`src/rtl/lfo_pkg.sv`:
```
package lfo_pkg;

  localparam int CFG_W      = 8;
  localparam int EN_BIT     = 3;
  localparam int RSEL_W     = 3;
  localparam int DWELL_W    = 7;
  localparam int DWELL_MAX  = 108;

  typedef logic [DWELL_W-1:0] dwell_t;

  // Sample ticks per counter step for each rate code.
  function automatic dwell_t dwell_of(input logic [RSEL_W-1:0] sel);
    case (sel)
      3'd0:    dwell_of = dwell_t'(108);
      3'd1:    dwell_of = dwell_t'(77);
      3'd2:    dwell_of = dwell_t'(71);
      3'd3:    dwell_of = dwell_t'(67);
      3'd4:    dwell_of = dwell_t'(62);
      3'd5:    dwell_of = dwell_t'(44);
      3'd6:    dwell_of = dwell_t'(8);
      default: dwell_of = dwell_t'(5);
    endcase
  endfunction

endpackage

```
`src/rtl/lfo_ctrl.sv`:
```
module lfo_ctrl
  import lfo_pkg::*;
(
  input  logic             clk,
  input  logic             rst_n,
  input  logic             cfg_we,
  input  logic [CFG_W-1:0] cfg_data,
  input  logic             sample_tick,
  output logic             restart,
  output logic             adv,
  output dwell_t           dwell_now
);

  logic   en_q;
  dwell_t dwell_q;
  logic   wr_on;
  logic   en_next;

  assign wr_on     = cfg_we && cfg_data[EN_BIT];
  assign en_next   = cfg_we ? cfg_data[EN_BIT] : en_q;
  assign restart   = wr_on && !en_q;
  assign dwell_now = wr_on ? dwell_of(cfg_data[RSEL_W-1:0]) : dwell_q;
  assign adv       = en_next && sample_tick && !restart;

  always_ff @(posedge clk or negedge rst_n) begin
    if (!rst_n) begin
      en_q    <= 1'b0;
      dwell_q <= dwell_of('0);
    end else begin
      en_q    <= en_next;
      dwell_q <= dwell_now;
    end
  end

  p_enable_write_r4: assert property (@(posedge clk) disable iff (!rst_n)
    cfg_we |=> (en_q == $past(cfg_data[EN_BIT])));

  p_disabled_no_adv_r8: assert property (@(posedge clk) disable iff (!rst_n)
    (!en_q && !cfg_we) |-> !adv);

endmodule

```
`src/rtl/lfo_rate_div.sv`:
```
module lfo_rate_div
  import lfo_pkg::*;
(
  input  logic   clk,
  input  logic   rst_n,
  input  logic   restart,
  input  logic   adv,
  input  dwell_t dwell,
  output logic   step
);

  dwell_t div_q;
  logic   at_end;

  // >= rather than ==: a shorter dwell loaded mid-count still ends at once.
  assign at_end = (div_q >= dwell - dwell_t'(1));
  assign step   = adv && at_end;

  always_ff @(posedge clk or negedge rst_n) begin
    if (!rst_n)       div_q <= '0;
    else if (restart) div_q <= '0;
    else if (adv)     div_q <= at_end ? '0 : div_q + dwell_t'(1);
  end

  p_div_bound_r5: assert property (@(posedge clk) disable iff (!rst_n)
    int'(div_q) < DWELL_MAX);

  p_div_cleared_r6: assert property (@(posedge clk) disable iff (!rst_n)
    restart |=> (div_q == '0));

endmodule

```
`src/rtl/lfo_phase_ctr.sv`:
```
module lfo_phase_ctr #(
  parameter int CTR_W = 7
) (
  input  logic             clk,
  input  logic             rst_n,
  input  logic             restart,
  input  logic             step,
  output logic [CTR_W-1:0] ctr_q,
  output logic [CTR_W-1:0] ctr_inc
);

  assign ctr_inc = ctr_q + CTR_W'(1);

  always_ff @(posedge clk or negedge rst_n) begin
    if (!rst_n)       ctr_q <= '0;
    else if (restart) ctr_q <= '0;
    else if (step)    ctr_q <= ctr_inc;
  end

  p_wrap_r1: assert property (@(posedge clk) disable iff (!rst_n)
    (step && !restart && (&ctr_q)) |=> (ctr_q == '0));

endmodule

```
`src/rtl/lfo_wave_map.sv`:
```
module lfo_wave_map #(
  parameter int CTR_W    = 7,
  parameter int PM_SHIFT = 2,
  localparam int PM_W    = CTR_W - PM_SHIFT,
  localparam int HALF_W  = CTR_W - 1
) (
  input  logic             clk,
  input  logic             rst_n,
  input  logic             restart,
  input  logic             step,
  input  logic [CTR_W-1:0] ctr_q,
  input  logic [CTR_W-1:0] ctr_nxt,
  output logic [CTR_W-1:0] am_q,
  output logic [PM_W-1:0]  pm_q
);

  logic [HALF_W-1:0] fold;
  logic [CTR_W-1:0]  am_nxt;

  // Falling half: 2*(2^HALF_W-1) - 2*low = 2*~low.
  assign fold   = ctr_nxt[CTR_W-1] ? ~ctr_nxt[HALF_W-1:0] : ctr_nxt[HALF_W-1:0];
  assign am_nxt = {fold, 1'b0};

  always_ff @(posedge clk or negedge rst_n) begin
    if (!rst_n) begin
      am_q <= '0;
      pm_q <= '0;
    end else if (restart) begin
      am_q <= '0;
      pm_q <= '0;
    end else if (step) begin
      am_q <= am_nxt;
      pm_q <= ctr_nxt[CTR_W-1:PM_SHIFT];
    end
  end

  p_am_even_r2: assert property (@(posedge clk) disable iff (!rst_n)
    !am_q[0]);

  p_pm_tracks_r3: assert property (@(posedge clk) disable iff (!rst_n)
    pm_q == ctr_q[CTR_W-1:PM_SHIFT]);

  p_am_rise_r2: assert property (@(posedge clk) disable iff (!rst_n)
    (step && !restart && !ctr_nxt[CTR_W-1] && (ctr_nxt != '0))
      |=> (am_q == $past(am_q) + CTR_W'(2)));

endmodule

```
`src/rtl/lfo_stepper.sv`:
```
module lfo_stepper
  import lfo_pkg::*;
#(
  parameter int CTR_W    = 7,
  parameter int PM_SHIFT = 2,
  localparam int PM_W    = CTR_W - PM_SHIFT
) (
  input  logic             clk,
  input  logic             rst_n,
  input  logic             cfg_we,
  input  logic [CFG_W-1:0] cfg_data,
  input  logic             sample_tick,
  output logic [CTR_W-1:0] am_level,
  output logic [PM_W-1:0]  pm_step
);

  logic             restart;
  logic             adv;
  logic             step;
  dwell_t           dwell_now;
  logic [CTR_W-1:0] ctr_q;
  logic [CTR_W-1:0] ctr_inc;

  lfo_ctrl u_ctrl (
    .clk         (clk),
    .rst_n       (rst_n),
    .cfg_we      (cfg_we),
    .cfg_data    (cfg_data),
    .sample_tick (sample_tick),
    .restart     (restart),
    .adv         (adv),
    .dwell_now   (dwell_now)
  );

  lfo_rate_div u_div (
    .clk     (clk),
    .rst_n   (rst_n),
    .restart (restart),
    .adv     (adv),
    .dwell   (dwell_now),
    .step    (step)
  );

  lfo_phase_ctr #(.CTR_W(CTR_W)) u_ctr (
    .clk     (clk),
    .rst_n   (rst_n),
    .restart (restart),
    .step    (step),
    .ctr_q   (ctr_q),
    .ctr_inc (ctr_inc)
  );

  lfo_wave_map #(.CTR_W(CTR_W), .PM_SHIFT(PM_SHIFT)) u_map (
    .clk     (clk),
    .rst_n   (rst_n),
    .restart (restart),
    .step    (step),
    .ctr_q   (ctr_q),
    .ctr_nxt (ctr_inc),
    .am_q    (am_level),
    .pm_q    (pm_step)
  );

  p_quiet_without_tick_r10: assert property (@(posedge clk) disable iff (!rst_n)
    (!sample_tick && !(cfg_we && cfg_data[EN_BIT]))
      |=> ($stable(am_level) && $stable(pm_step)));

  p_restart_zero_r6: assert property (@(posedge clk) disable iff (!rst_n)
    restart |=> (am_level == '0 && pm_step == '0));

endmodule

```
`config.mk`:
```
export PLATFORM = sky130hd
export DESIGN_NAME = lfo_stepper
export DESIGN_NICKNAME = d
export VERILOG_FILES = /design/src/rtl/lfo_pkg.sv /design/src/rtl/lfo_ctrl.sv /design/src/rtl/lfo_rate_div.sv /design/src/rtl/lfo_phase_ctr.sv /design/src/rtl/lfo_wave_map.sv /design/src/rtl/lfo_stepper.sv
export SDC_FILE = /design/constraint.sdc
export NUM_CORES = 1
export LEC_CHECK = 0
export BUFFER_PORTS_ARGS = -buffer_cell sky130_fd_sc_hd__buf_2
export CAP_MARGIN = 20
export CELL_PAD_IN_SITES_DETAIL_PLACEMENT = 0
export CELL_PAD_IN_SITES_GLOBAL_PLACEMENT = 2
export CORE_MARGIN = 5
export CORE_UTILIZATION = 35
export CTS_BUF_LIST = sky130_fd_sc_hd__clkbuf_16
export DETAILED_ROUTE_END_ITERATION = 8
export GPL_TIMING_DRIVEN = 0
export HOLD_SLACK_MARGIN = 0.12
export PLACE_DENSITY_LB_ADDON = 0.1
export SYNTH_ARGS = -nofsm -noshare
export SYNTH_HDL_FRONTEND = slang
export SYNTH_SLANG_ARGS = --single-unit
export TNS_END_PERCENT = 50
```
`constraint.sdc`:
```
create_clock -name clk -period 3.6 [get_ports clk]
set_clock_uncertainty 0.15 [all_clocks]
set_input_delay 0.72 -clock clk [delete_from_list [all_inputs] [get_ports clk]]
set_output_delay 0.72 -clock clk [all_outputs]
set_load 0.05 [all_outputs]
```
* Word-level counts from Yosys, hierarchy flattened
Index checks and enable logic that the tools add are counted.
** Word-level totals
- Register bits :: 34
- Output and inout bits :: 12
- Logic and storage cells :: 40
** Operators by class
- Add/sub/neg operators :: 3
- Magnitude comparators :: 1
- Equality and inequality tests :: 6
- Muxes and demuxes :: 13
- Bitwise logic cells :: 1
- Reduce and logical (&&, ||, !) cells :: 10
** Operators by type and width (number)
- $mux 7 :: 8
- $pmux 7 s7 :: 1
- $add 7x1->7 const B :: 2
- $mux 5 :: 2
- $eq 3x3->1 const B :: 3
- $ge 7x7->1 :: 1
- $sub 7x1->7 const B :: 1
- $eq 3x2->1 const B :: 2
- $mux 6 :: 1
- $not 6->6 :: 1
- $logic_and 1x1->1 :: 5
- $reduce_bool 2->1 :: 2
- $eq 3x1->1 const B :: 1
- $logic_not 3->1 :: 1
- $logic_not 1->1 :: 2
- $mux 1 :: 1

* Longest topological paths before layout
Gate-level depths: netlist (run 1).
- Word-level depth :: 8
- Mapped depth :: 13

* Modules after synthesis
A second synthesis (run 1) with hierarchy kept.
** Unflattened totals
- Cells, all modules :: 193
- Area, all modules :: 1903.1 um^2
** Modules (own cells, without submodules)
- lfo_rate_div :: instances 1, cells each 66, area each 585.6 um^2
- lfo_wave_map :: instances 1, cells each 45, area each 509.2 um^2
- lfo_phase_ctr :: instances 1, cells each 44, area each 410.4 um^2
- lfo_ctrl :: instances 1, cells each 38, area each 397.9 um^2

* Least setup slack after synthesis (run 1)
OpenSTA, ideal clock, no wires.
- Kind :: input port to flip-flop
- Start :: in cfg_we
- End :: reg u_map.pm_q[3]
- Library setup time :: 0.104 ns
- Data arrival time :: 3.365 ns
- Path slack :: -0.019 ns
- Cell stages on the path :: 13
- Path buffers :: 1
- Cells stage by stage :: and2_1 o21ai_0 a2bb2oi_1 ha_1 nand4_1 xor2_1 ha_1 and4_1 o21ai_1 o211a_4 or3_1 buf_2 o41ai_2
** Between the ends
- Word-level cells in the longest chain between the ends :: 6
- Elaborated cells on any way between the ends :: 12
- Those cells by class :: add/sub (1); order compare (1); mux (3); reduce/logical (7)
** RTL lines
- from (decl) :: RTL line lfo_stepper.sv:10 : input logic cfg_we,
- $logic_and 1x1->1 :: RTL line lfo_ctrl.sv:19 : assign wr_on = cfg_we && cfg_data[EN_BIT];
- $mux 7 / $logic_and 1x1->1 (equally long branches) :: RTL line lfo_ctrl.sv:22, lfo_ctrl.sv:21
- $sub 7x1->7 / $logic_not 1->1 (equally long branches) :: RTL line lfo_rate_div.sv:16, lfo_ctrl.sv:23
- $ge 7x7->1 / $logic_and 1x1->1 (equally long branches) :: RTL line lfo_rate_div.sv:16, lfo_ctrl.sv:23
- $logic_and 1x1->1 :: RTL line lfo_rate_div.sv:17 : assign step = adv && at_end;
- $reduce_bool 2->1 (no source line)
- to (signal assigned) :: RTL line lfo_wave_map.sv:33 : pm_q <= ctr_nxt[CTR_W-1:PM_SHIFT];
- to (decl) :: RTL line lfo_wave_map.sv:14 : output logic [PM_W-1:0] pm_q
Several ways; a longest one is shown, not always the timed one.
A chain may end at the register's enable or synchronous reset.

* Final worst setup path (run 1)
- Start :: in cfg_data[2]
- End :: reg u_map.pm_q[3]
** Between the ends
- Word-level cells in the longest chain between the ends :: 7
- Elaborated cells on any way between the ends :: 13
- Those cells by class :: add/sub (1); order compare (1); eq/ne (6); mux (2); reduce/logical (3)
** RTL lines
- from (decl) :: RTL line lfo_stepper.sv:11 : input logic [CFG_W-1:0] cfg_data,
- $eq 3x3->1 (tied with other cells) :: RTL line lfo_pkg.sv:13 : case (sel)
- $pmux 7 s7 (*) :: RTL line lfo_pkg.sv:13
- $mux 7 (*) :: RTL line lfo_ctrl.sv:22 : assign dwell_now = wr_on ? dwell_of(cfg_data[RSEL_W-1:0]) : dwell_q;
- net dwell_now[1] :: RTL line lfo_stepper.sv:20 : dwell_t dwell_now;
- $sub 7x1->7 (*) :: RTL line lfo_rate_div.sv:16 : assign at_end = (div_q >= dwell - dwell_t'(1));
- $ge 7x7->1 (*) :: RTL line lfo_rate_div.sv:16
- $logic_and 1x1->1 (*) :: RTL line lfo_rate_div.sv:17
- $reduce_bool 2->1 (no source line) (*)
The timed path passes the listed nets; every way through them passes the cells marked *.

==> flow_metrics.py, run 1 <==
metrics = {
    "status": {
        "run_status": "finished, final reports clean",
    },
    "yosys": {
        "synth_top_cell_by_area": "dfrtp_1",
        "ys_types": 44,
        "synth-main-ff-cell": "dfrtp_1",
        "yosys.area_share.simple_pct": 15.2,
        "ys_seq_area_share_pct": 39.3,
        "synthTopCellsByCount": "24 x dfrtp_1, 21 x o21ai_0, 12 x nand2_1, 11 x o31ai_1, 10 x ha_1",
        "yosys_warnings": 0,
        "synth_nets": 216,
        "synth-compound-area-share_pct": 24.9,
        "syn_inst": 194,
        "synthXorXnorAreaFrac_pct": 6.83,
        "synth_area_leaders": "dfrtp_1 33%, ha_1 7.0%, dfstp_2 5.9%, o21ai_0 5.9%, o31ai_1 4.6%",
        "synth_top_family_by_area": "compound AO/OA/AOI/OAI gates",
        "synth_fa_ha_area_share_pct": 6.97,
        "async_reset_ff_share_pct": 100,
        "synthMuxAreaShare_pct": 0.627,
        "synth_area_per_cell_um2": 9.26,
        "synth_most_common_cell": "dfrtp_1",
        "ys_ff_latch": 28,
        "synth_edf_count": 0,
        "synth_area_um2": 1800,
        "synth_top_area_share_pct": 33.4,
    },
    "setup_path": {
        "cp.required_ns": 3.61,
        "regToRegStartpoint": "u_ctrl.dwell_q[1]",
        "crit_fanout": 8,
        "critical_path_arrival_ns": 3.51,
        "rrSetupSlack_ns": 0.51,
        "worstSetupPathType": "in2reg",
        "start_kind": "primary input",
        "cp-end-kind": "flip-flop",
        "crit_start": "cfg_data[2]",
    },
    "finish": {
        "multi_input_area_um2": 1010,
        "fillers": 507,
        "syn2layout_area_growth_pct": 19.0,
        "stdcell_count": 291,
        "antenna_cells": 0,
        "drive_above_1_share_pct": 21.7,
        "nets": 245,
        "seqCellArea_um2": 706,
        "postLayoutCellArea_um2": 2140,
    },
    "global_routing": {
        "grt_max_degree": 29,
        "grt_usage_pct": 14.1,
        "grt_pass1_wl_um": 7230,
        "grt_antenna_before_repair": 0,
        "grt_pass1_vias": 1507,
        "overflow": 0,
    },
    "timing": {
        "slew_headroom_pct": 56.5,
        "slew_viol_final": 0,
        "fin_crit_ns": 3.50,
        "clock.fmax_ghz": 0.286,
        "tightest_slew_ns": 0.653,
        "min_period_over_period_pct": 97.1,
        "rsz0062_at_grt": "true",
        "hold_viol": 0,
        "layout_setup_ws_ns": 0.104,
        "setup_viol": 0,
    },
    "place": {
        "gp_congestion": 0.823,
        "post-place-ws_ns": -0.457,
        "hpwl_um": 3070,
        "dpl_cell_area_um2": 1980,
        "dp.cells": 282,
        "portBuffers": 18,
    },
    "min_path": {
        "hold_class": "in2async",
    },
    "detailed_routing": {
        "wl_met3_um": 69,
        "route.met2.wl_um": 2230,
        "drtAntennaViolNets": 0,
        "drc": 0,
        "viasPerCell": 5.22,
        "dr.first_iter.drc_count": 53,
        "wl_per_cell_um": 14.8,
        "vias": 1518,
        "drt_pass1_iterations": 4,
        "top_layer": "met4",
        "wl_um": 4320,
        "drt-met1-wl_um": 1980,
    },
    "floorplan": {
        "io_pins": 24,
        "rows": 26,
        "start_util_pct": 35.6,
        "die_w_um": 81.6,
        "die_y_um": 81.6,
        "die_area_um2": 6660,
        "fp.coreArea_um2": 5040,
    },
    "power": {
        "p_leak_uw": 0.000960,
        "powerDensity_nw_per_um2": 605,
        "power_uw": 1290,
        "irDropWorstVdd_uv": 362,
    },
    "clock_tree": {
        "cts_tree": "yes",
        "clk_pin_slew_ns": 0.07,
        "hold_buffers": 0,
        "cts.sinks": 28,
        "clk_latency_ns": 0.26,
        "h-tree-depth": 1,
        "cts_buffers": 3,
        "cts_root_buf": "clkbuf_16",
        "clock_path_buffers": 2,
    },
    "run": {
        "maxCapViolations": 0,
    },
}
critical path, stage by stage:
cell	delay, ns
buf_2	0.14
nor3b_1	0.14
o31a_1	0.32
inv_1	0.08
ha_2	0.19
nand4_1	0.10
xor2_1	0.17
ha_1	0.30
and4_1	0.19
o21ai_1	0.09
o211a_4	0.26
or3_4	0.37
buf_6	0.14
o41ai_2	0.30
repair_timing:
| action | in CTS | in global routing |
|---|---|---|
| pin swaps | 4 | 4 |
| cloned | 0 | 0 |
| setup buffers | 4 | 2 |
| endpoints found under the setup margin | 12 | 16 |
| resized for setup | 4 | 8 |
final cells by class:
cell class | instances | share of cell area, %
multi-input cells | 144 | 47.5
flip-flops and latches | 28 | 33.0
repair buffers | 24 | 6.56
well taps | 70 | 4.10
plain buffers | 13 | 3.75
clock buffers | 3 | 3.51
inverters | 9 | 1.58
sequential cells by signal, summed over array words and instances, names as in the netlist:
signal / flops
u_ctr.ctr_q: 2
u_ctrl.dwell_q: 7
u_ctrl.en_q: 1
u_div.div_q: 7
u_map.am_q: 6
u_map.pm_q: 5
cells in the final DEF (no fill, tap or decap), types with 3 or more instances in the layout:
cell       Yosys  layout
ha_1          10       9
o21ai_0       21      21
nor2_1         8       8
clkbuf_16      0       3
xor2_1         5       5
buf_4          6      12
o31ai_1       11      11
nor2b_1        6       6
dfstp_2        4       4
nand3_1        7       7
nand2b_1       3       3
and3_1         5       5
xnor2_1        9       9
buf_2          1      16
clkbuf_1       6       5
inv_1          9       9
nand2_1       12      11
a21oi_1        8       8
dfrtp_1       24      24
a22o_1         5       5
report_power, final:
group | total [uW] | switching [uW] | leakage, uW | internal [uW]
registers | 460 | 65.1 | 0.000358 | 395
logic | 581 | 363 | 0.000565 | 218
clock network | 251 | 104 | 0.0000370 | 147
total | 1290 | 532 | 0.000960 | 761
kinds of logic (layout without fill, tap and decap cells):
| kind of cell | after synthesis | in the layout |
|---|---|---|
| xor+xnor | 14 | 14 |
| simple gates | 52 | 52 |
| mux | 1 | 1 |
| fa+ha+maj | 10 | 10 |
| compound gates | 66 | 66 |
| buf+inv | 22 | 49 |
| flops | 28 | 28 |
| other cells | 1 | 1 |
stage by stage:
stage / util [%] / setup TNS [ns] / hold slack [ns]
after floorplan: - / 0 / 0.274
after detailed placement: 39.3 / -6.34 / 0.319
after CTS: 41.5 / 0 / 0.344
after global placement: 39.3 / -5.59 / 0.316
final: 42.4 / 0 / 0.337
after global routing: 42.4 / -0.0220 / 0.365
layer usage:
| layer | GRT usage, % | vias to the layer above |
|---|---|---|
| met3 | 1.97 | 4 |
| met4 | 3.99 | 0 |
| met5 | 0 | - |
| met2 | 25.2 | 12 |
| li1 | - | 762 |
| met1 | 17.7 | 740 |
path summary, 6_finish.rpt:
check / to / depth (start not counted)
worst max-delay path: u_map.pm_q[3] / 14
worst min-delay path: u_map.pm_q[3] / 1
worst max register to register: u_map.pm_q[3] / 13
worst min register to register: u_map.am_q[6] / 1
max in group asynchronous: u_ctrl.en_q / 1
min in group clk: u_map.am_q[6] / 1
No activity file was read; power rests on OpenSTA's default activity.
==> inputs of run 2 (changes only) <==
--- a/config.mk
+++ b/config.mk
@@ -5,12 +5,13 @@
 export SDC_FILE = /design/constraint.sdc
 export NUM_CORES = 1
 export LEC_CHECK = 0
+export ABC_AREA = 1
 export BUFFER_PORTS_ARGS = -buffer_cell sky130_fd_sc_hd__buf_2
 export CAP_MARGIN = 20
 export CELL_PAD_IN_SITES_DETAIL_PLACEMENT = 0
 export CELL_PAD_IN_SITES_GLOBAL_PLACEMENT = 2
 export CORE_MARGIN = 5
-export CORE_UTILIZATION = 35
+export CORE_UTILIZATION = 33
 export CTS_BUF_LIST = sky130_fd_sc_hd__clkbuf_16
 export DETAILED_ROUTE_END_ITERATION = 8
 export GPL_TIMING_DRIVEN = 0
==> run 2 against run 1 <==
Sequential cell count stayed put. Critical path type unchanged. Worst hold slack worse by 0.00054 ns. Area after synthesis is 5.6% higher.
==> flow_metrics.py, run 2 <==
metrics = {
    "yosys": {
        "synth_fa_ha_area_share_pct": 6.60,
        "synth_top_cell_by_area": "dfrtp_1",
        "synth_edf_count": 0,
        "synth-main-ff-cell": "dfrtp_1",
        "synthMuxAreaShare_pct": 0,
        "yosys_warnings": 0,
        "synthXorXnorAreaFrac_pct": 3.69,
        "yosys.area_share.simple_pct": 35.4,
        "synth_area_per_cell_um2": 7.74,
        "async_reset_ff_share_pct": 100,
        "synth_area_leaders": "dfrtp_1 32%, nand2_1 12%, nand3_1 8.2%, ha_1 6.6%, dfstp_2 5.5%",
        "syn_inst": 245,
        "ys_ff_latch": 28,
        "synth_top_family_by_area": "simple AND/OR/NAND/NOR gates",
        "synth_nets": 267,
        "ys_seq_area_share_pct": 37.2,
        "synth_top_area_share_pct": 31.7,
        "synthTopCellsByCount": "63 x nand2_1, 31 x nand3_1, 28 x inv_1, 24 x dfrtp_1, 20 x nor2_1",
        "synth_area_um2": 1900,
        "ys_types": 26,
        "synth_most_common_cell": "nand2_1",
        "synth-compound-area-share_pct": 6.33,
    },
    "timing": {
        "clock.fmax_ghz": 0.301,
        "slew_headroom_pct": 54.7,
        "fin_crit_ns": 3.32,
        "hold_ws_ns": 0.336,
        "slew_viol_final": 0,
        "rsz0062_at_grt": "false",
        "min_period_over_period_pct": 92.2,
        "tightest_slew_ns": 0.679,
        "setup_viol": 0,
        "hold_viol": 0,
    },
    "finish": {
        "multi_input_area_um2": 1020,
        "final_core_util_pct": 40.3,
        "syn2layout_area_growth_pct": 17.6,
        "postLayoutCellArea_um2": 2230,
        "drive_above_1_share_pct": 22.3,
        "fillers": 601,
        "antenna_cells": 0,
        "seqCellArea_um2": 706,
        "stdcell_count": 345,
        "most-common-layout-cells": "63 x nand2_1, 29 x nand3_1, 27 x inv_1",
        "nets": 296,
        "top_regs": "u_ctrl.dwell_q: 7 flops, u_div.div_q: 7 flops, u_map.am_q: 6 flops",
        "final_common_cell": "nand2_1",
    },
    "detailed_routing": {
        "wl_per_cell_um": 12.6,
        "drt_pass1_iterations": 4,
        "drtAntennaViolNets": 0,
        "dr.first_iter.drc_count": 42,
        "drc": 0,
        "vias": 1613,
        "viasPerCell": 4.68,
        "wl_um": 4340,
    },
    "clock_tree": {
        "clk_pin_slew_ns": 0.07,
        "hold_buffers": 0,
        "cts_buffers": 3,
        "h-tree-depth": 1,
        "clock_path_buffers": 2,
        "cts_tree": "yes",
        "cts_root_buf": "clkbuf_16",
        "cts.sinks": 28,
        "clk_latency_ns": 0.26,
    },
    "setup_path": {
        "r2r_cells": 14,
        "rrSetupSlack_ns": 0.82,
        "regToRegStartpoint": "u_ctrl.dwell_q[0]",
        "start_kind": "primary input",
        "cp_num_buf_inv": 7,
        "critical_path_arrival_ns": 3.32,
        "cp.required_ns": 3.60,
        "worstSetupPathType": "in2reg",
        "r2r-end": "u_map.pm_q[3]",
        "crit_family": "simple AND/OR/NAND/NOR gates",
        "cp_cell_sequence": "buf_2 -> nand2_4 -> clkinvlp_4 -> buf_4 -> o21ai_2 -> inv_1 -> nor2_1 -> nand3_1 -> nand2_1 -> nand2_1 -> ha_1 -> nand2_1 -> inv_1 -> a21oi_1 -> nand3_2 -> buf_4 -> buf_4 -> nand4_1 -> o21ai_0",
        "max_stage_delay_ns": 0.27,
        "cp-end-kind": "flip-flop",
        "critPathSlowestCell": "ha_1",
        "crit_fanout": 8,
    },
    "place": {
        "gp_congestion": 0.767,
        "portBuffers": 18,
        "hpwl_um": 3240,
        "dpl_cell_area_um2": 2080,
        "dp.cells": 335,
    },
    "global_routing": {
        "grt_max_degree": 29,
        "overflow": 0,
        "grt_usage_pct": 12.8,
        "grt_pass1_wl_um": 7490,
        "grt_antenna_before_repair": 0,
        "grt_pass1_vias": 1581,
    },
    "power": {
        "irDropWorstVdd_uv": 235,
        "power_uw": 935,
        "p_leak_uw": 0.00120,
        "powerDensity_nw_per_um2": 419,
    },
    "floorplan": {
        "fp.coreArea_um2": 5540,
        "start_util_pct": 34.2,
        "die_w_um": 85.8,
        "rows": 27,
        "die_y_um": 85.8,
        "io_pins": 24,
        "die_area_um2": 7360,
    },
    "status": {
        "run_status": "finished, final reports clean",
    },
    "min_path": {
        "hold_class": "in2async",
    },
    "run": {
        "maxCapViolations": 0,
    },
}
==> run 2: changes by cell type after synthesis, moves of 5 or more <==
cell	change
nand2_1	+51
nand3_1	+24
inv_1	+19
nor2_1	+12
o31ai_1	-11
o21ai_0	-10
xnor2_1	-9
nand4_1	+7
nand3_2	+6
nor2b_1	-6
a22o_1	-5
and3_1	-5
clkbuf_1	-5
==> run 2: final cells by class <==
type	count	area share [%]
clock inverters	1	0.168
multi-input cells	176	45.6
repair buffers	24	6.06
inverters	29	5.05
well taps	72	4.04
plain buffers	12	4.09
clock buffers	3	3.37
flip-flops and latches	28	31.6
==> run 2: power breakdown <==
| group | total (uW) | leakage [uW] | switching, uW | internal [uW] |
|---|---|---|---|---|
| clock network | 261 | 0.0000385 | 111 | 149 |
| registers | 389 | 0.000365 | 32.2 | 356 |
| logic | 286 | 0.000793 | 190 | 95.9 |
==> run 2: per-layer routing <==
metal  vias to the layer above  share of wire, %  GRT usage, %
met4                         0              0.97          3.02
met5                         -                 0             0
li1                        846                 -             -
met3                         4               2.3          2.11
met2                        14                52          24.1
met1                       749                44          15.0
==> run 2: cell families after synthesis <==
| logic type | Yosys count |
|---|---|
| AOI/OAI and AO/OA | 22 |
| xor gates and xnor gates | 8 |
| adders and majority gates | 10 |
| buffers and inverters | 41 |
| DFF | 28 |
| other | 1 |
| and+or+nand+nor | 135 |
==> run 2: worst reg2reg max path, delay by kind of cell (launching register included) <==
kind | cells | cell delay [ns]
flip-flops | 1 | 0.40
AND/OR/NAND/NOR | 5 | 0.54
buffers and inverters | 3 | 0.38
AO/OA/AOI/OAI | 4 | 0.68
adder cells (fa/ha/maj) | 2 | 0.53
==> run 2: worst max-delay path by stage <==
stage / from / to / slack [ns] / cells past startpoint
after global placement: cfg_we / u_map.am_q[4] / -0.60 / 18
after floorplan: cfg_we / u_map.am_q[5] / 0.21 / 17
after CTS: cfg_we / u_map.am_q[4] / 0.08 / 20
after global routing: cfg_we / u_map.am_q[4] / 0.02 / 20
final: cfg_we / u_map.pm_q[3] / 0.28 / 19
after detailed placement: cfg_we / u_map.am_q[4] / -0.58 / 18
==> run 2: per-stage QoR <==
stage | setup WS, ns | setup TNS (ns)
final | 0.281 | 0
after CTS | 0.0845 | 0
after floorplan | 0.207 | 0
after detailed placement | -0.581 | -9.23
after global routing | 0.0152 | 0
after global placement | -0.603 | -9.66
==> run 2: what timing repair did <==
item | in CTS | in global routing
pin swaps | 1 | 1
endpoints found under the setup margin | 18 | 20
gates resized for setup | 4 | 3
endpoints found under the hold margin | 0 | 0
gates cloned | 0 | 0
buffers inserted | 3 | 3
